[src/rtl/cpm_pkg.sv]
package cpm_pkg;

  localparam int NDOM     = 3;
  localparam int DOM_CORE = 0;
  localparam int DOM_BUS  = 1;
  localparam int DOM_PERI = 2;

  typedef enum logic [2:0] {
    ST_ACTIVE = 3'd0,
    ST_SAVE   = 3'd1,
    ST_IDLE   = 3'd2,
    ST_PDOWN  = 3'd3,
    ST_WAKE   = 3'd4
  } pmState_t;

  typedef enum logic [1:0] {
    MD_ACTIVE = 2'b00,
    MD_SAVE   = 2'b01,
    MD_IDLE   = 2'b10,
    MD_PDOWN  = 2'b11
  } modeCode_t;

  // strobes from control to datapath
  typedef struct packed {
    logic setLoad;     // capture divisor code and wake delay
    logic divRestart;  // restart divider on power-save entry
    logic wakeLoad;    // load settling counter
    logic wakeCount;   // count settling counter down
  } pmStrobe_t;

endpackage

[src/rtl/cpm_datapath.sv]
module cpm_datapath
  import cpm_pkg::*;
#(
  parameter int DIVSEL_W   = 3,
  parameter int MAX_DIVSEL = 6,
  parameter int WAKE_W     = 8,
  parameter int RST_WAKE   = 8
) (
  input  logic                clk,
  input  logic                rstN,
  input  pmStrobe_t           strobe,
  input  logic [DIVSEL_W-1:0] setDivSel,
  input  logic [WAKE_W-1:0]   setWake,
  output logic                divPulse,
  output logic                wakeDone
);

  localparam int CNT_W = (MAX_DIVSEL > 0) ? MAX_DIVSEL : 1;
  localparam logic [DIVSEL_W-1:0] SEL_MAX = DIVSEL_W'(MAX_DIVSEL);

  logic [DIVSEL_W-1:0] divSelReg;
  logic [DIVSEL_W-1:0] divSelEff;
  logic [DIVSEL_W-1:0] divSelClamped;
  logic [CNT_W-1:0]    divCnt;
  logic [CNT_W-1:0]    divLimit;
  logic [WAKE_W-1:0]   wakeDelayReg;
  logic [WAKE_W-1:0]   wakeCnt;

  assign divSelClamped = (setDivSel > SEL_MAX) ? SEL_MAX : setDivSel;

  // terminal count 2^eff - 1: bit b is set when b < eff
  for (genvar b = 0; b < CNT_W; b++) begin : g_limit
    assign divLimit[b] = (divSelEff > DIVSEL_W'(b));
  end

  always_ff @(posedge clk or negedge rstN) begin
    if (!rstN) begin
      divSelReg    <= '0;
      wakeDelayReg <= WAKE_W'(RST_WAKE);
    end else if (strobe.setLoad) begin
      divSelReg    <= divSelClamped;
      wakeDelayReg <= setWake;
    end
  end

  // divider: new code is picked up only at a period boundary
  always_ff @(posedge clk or negedge rstN) begin
    if (!rstN) begin
      divCnt    <= '0;
      divSelEff <= '0;
    end else if (strobe.divRestart) begin
      divCnt    <= '0;
      divSelEff <= divSelReg;
    end else if (divCnt == divLimit) begin
      divCnt    <= '0;
      divSelEff <= divSelReg;
    end else begin
      divCnt    <= divCnt + 1'b1;
    end
  end

  assign divPulse = (divCnt == '0);

  always_ff @(posedge clk or negedge rstN) begin
    if (!rstN) begin
      wakeCnt <= '0;
    end else if (strobe.wakeLoad) begin
      wakeCnt <= wakeDelayReg;
    end else if (strobe.wakeCount && (wakeCnt != '0)) begin
      wakeCnt <= wakeCnt - 1'b1;
    end
  end

  assign wakeDone = (wakeCnt == '0);

endmodule

[src/rtl/cpm_ctrl.sv]
module cpm_ctrl
  import cpm_pkg::*;
#(
  parameter int NIRQ = 4
) (
  input  logic            clk,
  input  logic            rstN,
  input  logic            modeWe,
  input  logic [1:0]      modeSel,
  input  logic            setWe,
  input  logic [NIRQ-1:0] irqReq,
  input  logic [NIRQ-1:0] irqMask,
  input  logic            nmi,
  input  logic            divPulse,
  input  logic            wakeDone,
  output pmStrobe_t       strobe,
  output pmState_t        curState,
  output logic            wakeEvt,
  output logic [NDOM-1:0] enNext,
  output logic            oscNext
);

  pmState_t  nxtState;
  modeCode_t modeReq;
  logic      writable;

  assign wakeEvt  = nmi | (|(irqReq & ~irqMask));
  assign modeReq  = modeCode_t'(modeSel);
  assign writable = (curState == ST_ACTIVE) || (curState == ST_SAVE);

  always_comb begin
    nxtState          = curState;
    strobe            = '0;
    strobe.setLoad    = setWe && writable;
    unique case (curState)
      ST_ACTIVE: begin
        if (modeWe) begin
          unique case (modeReq)
            MD_SAVE: begin
              nxtState          = ST_SAVE;
              strobe.divRestart = 1'b1;
            end
            MD_IDLE:   nxtState = ST_IDLE;
            MD_PDOWN:  nxtState = ST_PDOWN;
            default:   nxtState = ST_ACTIVE;
          endcase
        end
      end
      ST_SAVE: begin
        if (wakeEvt) begin
          nxtState = ST_ACTIVE;
        end else if (modeWe) begin
          unique case (modeReq)
            MD_ACTIVE: nxtState = ST_ACTIVE;
            MD_IDLE:   nxtState = ST_IDLE;
            MD_PDOWN:  nxtState = ST_PDOWN;
            default:   nxtState = ST_SAVE;
          endcase
        end
      end
      ST_IDLE: begin
        if (wakeEvt) nxtState = ST_ACTIVE;
      end
      ST_PDOWN: begin
        if (wakeEvt) begin
          nxtState        = ST_WAKE;
          strobe.wakeLoad = 1'b1;
        end
      end
      ST_WAKE: begin
        if (wakeDone) nxtState = ST_ACTIVE;
        else          strobe.wakeCount = 1'b1;
      end
      default: nxtState = ST_ACTIVE;
    endcase
  end

  always_ff @(posedge clk or negedge rstN) begin
    if (!rstN) curState <= ST_ACTIVE;
    else       curState <= nxtState;
  end

  always_comb begin
    enNext  = '0;
    oscNext = 1'b1;
    unique case (curState)
      ST_ACTIVE: enNext = '1;
      ST_SAVE: begin
        enNext[DOM_CORE] = divPulse;
        enNext[DOM_BUS]  = divPulse;
        enNext[DOM_PERI] = 1'b1;
      end
      ST_IDLE:  enNext[DOM_PERI] = 1'b1;
      ST_PDOWN: oscNext = 1'b0;
      ST_WAKE:  enNext = '0;
      default:  enNext = '1;
    endcase
  end

endmodule

[src/rtl/cpm_clkgate.sv]
module cpm_clkgate
  import cpm_pkg::*;
(
  input  logic            clk,
  input  logic            rstN,
  input  logic [NDOM-1:0] enNext,
  input  logic            oscNext,
  output logic [NDOM-1:0] enOut,
  output logic [NDOM-1:0] gatedClk,
  output logic            oscOut
);

  // enables move on the falling edge, so AND gating never clips a pulse
  for (genvar d = 0; d < NDOM; d++) begin : g_dom
    logic enQ;
    always_ff @(negedge clk or negedge rstN) begin
      if (!rstN) enQ <= 1'b1;
      else       enQ <= enNext[d];
    end
    assign enOut[d]    = enQ;
    assign gatedClk[d] = clk & enQ;
  end

  always_ff @(negedge clk or negedge rstN) begin
    if (!rstN) oscOut <= 1'b1;
    else       oscOut <= oscNext;
  end

endmodule

[src/rtl/clock_power_manager.sv]
module clock_power_manager
  import cpm_pkg::*;
#(
  parameter int NIRQ       = 4,
  parameter int DIVSEL_W   = 3,
  parameter int MAX_DIVSEL = 6,
  parameter int WAKE_W     = 8,
  parameter int RST_WAKE   = 8
) (
  input  logic                clk,
  input  logic                rstN,
  input  logic                modeWe,
  input  logic [1:0]          modeSel,
  input  logic                setWe,
  input  logic [DIVSEL_W-1:0] divSel,
  input  logic [WAKE_W-1:0]   wakeDelay,
  input  logic [NIRQ-1:0]     irqReq,
  input  logic [NIRQ-1:0]     irqMask,
  input  logic                nmi,
  output logic                coreClkEn,
  output logic                busClkEn,
  output logic                periClkEn,
  output logic                oscEn,
  output logic                coreClk,
  output logic                busClk,
  output logic                periClk
);

  pmStrobe_t       strobe;
  pmState_t        curState;
  logic            wakeEvt;
  logic            divPulse;
  logic            wakeDone;
  logic [NDOM-1:0] enNext;
  logic            oscNext;
  logic [NDOM-1:0] enOut;
  logic [NDOM-1:0] gatedClk;

  cpm_ctrl #(.NIRQ(NIRQ)) u_ctrl (
    .clk(clk), .rstN(rstN), .modeWe(modeWe), .modeSel(modeSel), .setWe(setWe),
    .irqReq(irqReq), .irqMask(irqMask), .nmi(nmi), .divPulse(divPulse),
    .wakeDone(wakeDone), .strobe(strobe), .curState(curState), .wakeEvt(wakeEvt),
    .enNext(enNext), .oscNext(oscNext)
  );

  cpm_datapath #(
    .DIVSEL_W(DIVSEL_W), .MAX_DIVSEL(MAX_DIVSEL), .WAKE_W(WAKE_W), .RST_WAKE(RST_WAKE)
  ) u_dp (
    .clk(clk), .rstN(rstN), .strobe(strobe), .setDivSel(divSel), .setWake(wakeDelay),
    .divPulse(divPulse), .wakeDone(wakeDone)
  );

  cpm_clkgate u_gate (
    .clk(clk), .rstN(rstN), .enNext(enNext), .oscNext(oscNext),
    .enOut(enOut), .gatedClk(gatedClk), .oscOut(oscEn)
  );

  assign coreClkEn = enOut[DOM_CORE];
  assign busClkEn  = enOut[DOM_BUS];
  assign periClkEn = enOut[DOM_PERI];
  assign coreClk   = gatedClk[DOM_CORE];
  assign busClk    = gatedClk[DOM_BUS];
  assign periClk   = gatedClk[DOM_PERI];

endmodule

[config.mk]
export PLATFORM = sky130hd
export DESIGN_NAME = clock_power_manager
export DESIGN_NICKNAME = d
export VERILOG_FILES = /design/src/rtl/cpm_pkg.sv /design/src/rtl/cpm_datapath.sv /design/src/rtl/cpm_ctrl.sv /design/src/rtl/cpm_clkgate.sv /design/src/rtl/clock_power_manager.sv
export SDC_FILE = /design/constraint.sdc
export NUM_CORES = 1
export LEC_CHECK = 0
export ABC_CLOCK_PERIOD_IN_PS = 4000
export BUFFER_PORTS_ARGS = -buffer_cell sky130_fd_sc_hd__buf_2
export CORE_MARGIN = 5
export CORE_UTILIZATION = 50
export CTS_CLUSTER_DIAMETER = 80
export DETAILED_ROUTE_END_ITERATION = 10
export HOLD_SLACK_MARGIN = 0.06
export PLACE_DENSITY = 0.85
export SLEW_MARGIN = 0
export SYNTH_ARGS = -nofsm -noshare
export SYNTH_HDL_FRONTEND = slang
export SYNTH_SLANG_ARGS = --single-unit
export TNS_END_PERCENT = 50
[constraint.sdc]
create_clock -name clk -period 4 [get_ports clk]
set_clock_uncertainty 0.2 [all_clocks]
set_input_delay 0.2 -clock clk [delete_from_list [all_inputs] [get_ports clk]]
set_output_delay 0.2 -clock clk [all_outputs]
set_load 0.01 [all_outputs]
* After elaboration in Yosys (flattened, before gate mapping)
Cells that the tools add are included.
** Word-level totals
- Register bits after elaboration :: 35
- Output and inout bits :: 7
- Logic and storage cells :: 78
** Cells by class
- Add/sub/neg operators :: 2
- $lt $le $gt $ge :: 7
- Equality and inequality tests :: 13
- Multiplexer cells :: 26
- Bitwise operators :: 6
- Reduce and logical (&&, ||, !) cells :: 14
** Operators with widths (number)
- $mux W3 :: 9
- $mux W8 :: 2
- $pmux W3 S5 :: 1
- $mux W6 :: 2
- $pmux W2 S3 :: 2
- $gt A3 B3 Y1 const B :: 3
- $mux W1 :: 9
- $logic_not A8 Y1 :: 1
- $reduce_bool A8 Y1 :: 1
- $sub A8 B1 Y8 const B :: 1
- $add A6 B1 Y6 const B :: 1
- $eq A3 B2 Y1 const B :: 2
- $eq A6 B6 Y1 :: 1
- $gt A3 B1 Y1 const B :: 2
- $gt A3 B2 Y1 const B :: 2
- $logic_not A6 Y1 :: 1
- $ne A2 B1 Y1 const B :: 3
- $reduce_and A5 Y1 :: 1
- $and A4 B4 Y4 :: 1
- $eq A2 B2 Y1 const B :: 2
- $not A4 Y4 :: 1
- $pmux W2 S2 :: 1
- $reduce_bool A2 Y1 :: 2
- $reduce_or A4 Y1 :: 1
- other kinds (13) :: 16

* Depth between registers and ports, before layout
- Word-level depth :: 7
- Mapped depth :: 6
- Gate-level depth less buffers :: 6

* Hierarchy
Synthesis repeated with hierarchy kept, for this count alone.
** Second synthesis, totals
- Cells, all modules :: 176
- Area, all modules :: 1831.8 um^2
** Modules (own cells, without submodules)
- cpm_datapath :: times used 1, cells an instance 133, area each 1412.6 um^2, sequential area each 701.9 um^2
- cpm_ctrl :: times used 1, cells an instance 32, area each 269.0 um^2, sequential area each 75.1 um^2
- cpm_clkgate :: times used 1, cells an instance 11, area each 150.1 um^2, sequential area each 105.1 um^2

==> impl_metrics.yaml <==
drt:
  dr_wl_met3_um: 207
  vias: 1424
  wl_met2_um: 1780
  postRouteAntennaNets: 0
  drtPass1Iterations: 4
  vias_per_cell: 5.12
  top_layer: "met4"
  wire_per_inst_um: 13.1
  drtIter0Drc: 80
  wl_um: 3650
  drt-met1-wl_um: 1550
  remaining_drc_errors: 0
pwr:
  ir_worst_vdd_mv: 0.383
  power_density_nw_per_um2: 732
  p_leak_nw: 1.01
critical_path:
  crit_type: "reg2out"
  worstSetupStartpointType: "flop"
  required_ns: 3.60
  cp-end-kind: "output port"
  critPathMaxFanout: 2
  rrSetupSlack_ns: 0.63
  cp.arrival_ns: 3.49
yosys:
  netlist_area_um2: 1720
  synth_edf_count: 0
  yosysTopAreaCellShare_pct: 43.6
  ys.flop_type: "dfrtp_1"
  synth_async_sr_flop_share_pct: 100
  synth.ff_latch_count: 34
  synth_area_leaders: "dfrtp_1 44%, mux2_2 6.5%, dfstp_2 6.1%"
  synth_cells: 163
  ys_warn_count: 0
  syn_avg_cell_area_um2: 10.6
  yosysSeqAreaShare_pct: 49.7
  yosysUniqueCellTypes: 47
  synthesis.nets: 193
  yosysTopAreaCell: "dfrtp_1"
sta:
  finalSetupViolations: 0
  rsz0062_at_grt: "no"
  hold-worst-slack_ns: 0.152
  slew_headroom_pct: 54.1
  maxSlewViolCount: 0
  finalHoldViolCount: 0
  tns_ns: 0
  worstMarginPinSlew_ns: 0.681
floorplan:
  die_area_um2: 4720
  fp-row-count: 21
  start_util_pct: 51.6
  coreArea_um2: 3340
  io_pins: 33
  die_x_um: 68.7
  die_h_um: 68.7
placement:
  port_buffers: 32
  place_area_um2: 1920
  gp_congestion: 0.865
  dpl.hpwl_um: 2420
cts:
  cts_tree: "done"
  clkTransAtPathRegs_ns: 0.10
  cts_resized: 0
  clock_latency_ns: 0.44
global_routing:
  grt.total_usage_pct: 19.2
  grt_pass1_wl_um: 6220
  antenna_found_initial: 0
  grt_max_degree: 32
  grt_pass1_vias: 1509
  overflow: 0
cells_and_area:
  diodes: 0
  nFillCells: 268
  areaGrowthSynthToFinish_pct: 30.9
  finish.instance_area_um2: 2260
  layout-drive-gt1-share_pct: 30.6
  layout.nets: 260
hold_path:
  hold_path_class: "in2reg"
job:
  cap_violations: 0
status:
  status: "finished, final reports clean"
synthesized netlist by cell type (all sizes together) (7+ instances only):
cell and number:
dfrtp 30, inv 10, mux2 13, nand2 11, nand3 7, nor2 15, o21ai 8
metrics by stage:
stage	instances	utilization, %	setup slack [ns]	power, mW
floorplan	163	-	0.708	1.14
global placement	237	57.6	0.623	1.26
detailed placement	237	57.6	0.613	1.29
CTS	277	67.4	0.0483	1.67
global route	278	67.6	0.0240	1.80
finish	278	67.6	0.107	1.65
cell type report:
type / instances / area (um^2) / share of cell area (%)
clock inverters: 5 / 18.8 / 0.832
clock buffers: 20 / 135 / 5.99
flip-flops and latches: 34 / 856 / 37.9
inverters: 9 / 33.8 / 1.50
repair buffers: 51 / 358 / 15.9
multi-input cells: 113 / 797 / 35.3
well taps: 46 / 57.6 / 2.55
sequential cells by signal, indices dropped and copies added, names as in the netlist:
name / flops
u_gate.oscOut: 1
u_dp.divCnt: 6
u_dp.divSelEff: 3
u_dp.wakeCnt: 8
u_gate.g_dom.enQ: 2
u_dp.wakeDelayReg: 8
u_dp.divSelReg: 3
u_ctrl.curState: 3
critical path, cell delays in order, from the launching register on:
cell      delay [ns]
dfstp_2         0.52
and2_1          0.11
clkbuf_4        0.12
clkbuf_4        0.11
buf_2           0.12
worst paths after layout:
| kind | from | end | cells after the start |
|---|---|---|---|
| worst max-delay path | u_gate.g_dom[0].enQ | busClk | 4 |
| worst min-delay path | modeSel[0] | u_dp.divCnt[0] | 5 |
| worst max register to register | u_dp.divCnt[2] | u_gate.g_dom[0].enQ | 5 |
| worst min register to register | u_dp.wakeDelayReg[7] | u_dp.wakeCnt[7] | 2 |
| max in group asynchronous | rstN | u_gate.g_dom[2].enQ | 2 |
| min in group asynchronous | rstN | u_dp.wakeCnt[0] | 3 |
layer usage:
metal	vias to the layer above	track usage (%)
li1	708	-
met1	665	20.5
met2	37	28.1
met3	14	10.2
met4	0	15.3
met5	-	0
what timing repair did:
item | 4_1_cts | 5_1_grt
setup buffers | 0 | 1
setup endpoints to repair | 0 | 3
hold buffers | 19 | 0
hold endpoints to repair | 51 | 0
report_power, final:
| group | leakage (nW) | total, mW | internal [mW] | switching [mW] |
|---|---|---|---|---|
| logic | 0.490 | 0.560 | 0.305 | 0.255 |
| clock network | 0.109 | 0.397 | 0.207 | 0.190 |
| registers | 0.406 | 0.695 | 0.524 | 0.171 |
| total | 1.01 | 1.65 | 1.04 | 0.617 |
kinds of logic after synthesis:
kind of cell | share of synthesized area (%)
DFF | 49.7
xor gates and xnor gates | 3.56
AOI/OAI and AO/OA | 11.8
muxes | 9.73
buffers and inverters | 4.07
adders and majority gates | 2.90
and+or+nand+nor | 18.2
cells in the final DEF, fill, tap and decap left out, types with 3 or more instances in the layout:
cell type,netlist,routed
buf_2,2,32
dfrtp_1,30,30
dlygate4sd3_1,0,19
nor2_1,15,15
clkbuf_4,0,15
inv_1,10,12
nand2_1,11,11
mux2_2,10,10
nand3_1,7,7
o21ai_0,6,6
xnor2_1,4,4
a21oi_1,4,4
nand2b_1,4,4
ha_1,4,4
dfstp_2,4,4
and2_1,3,3
o211ai_1,3,3
xor2_1,3,3
mux2_4,3,3
buf_4,2,3
Power figures use the tool's default switching activity.
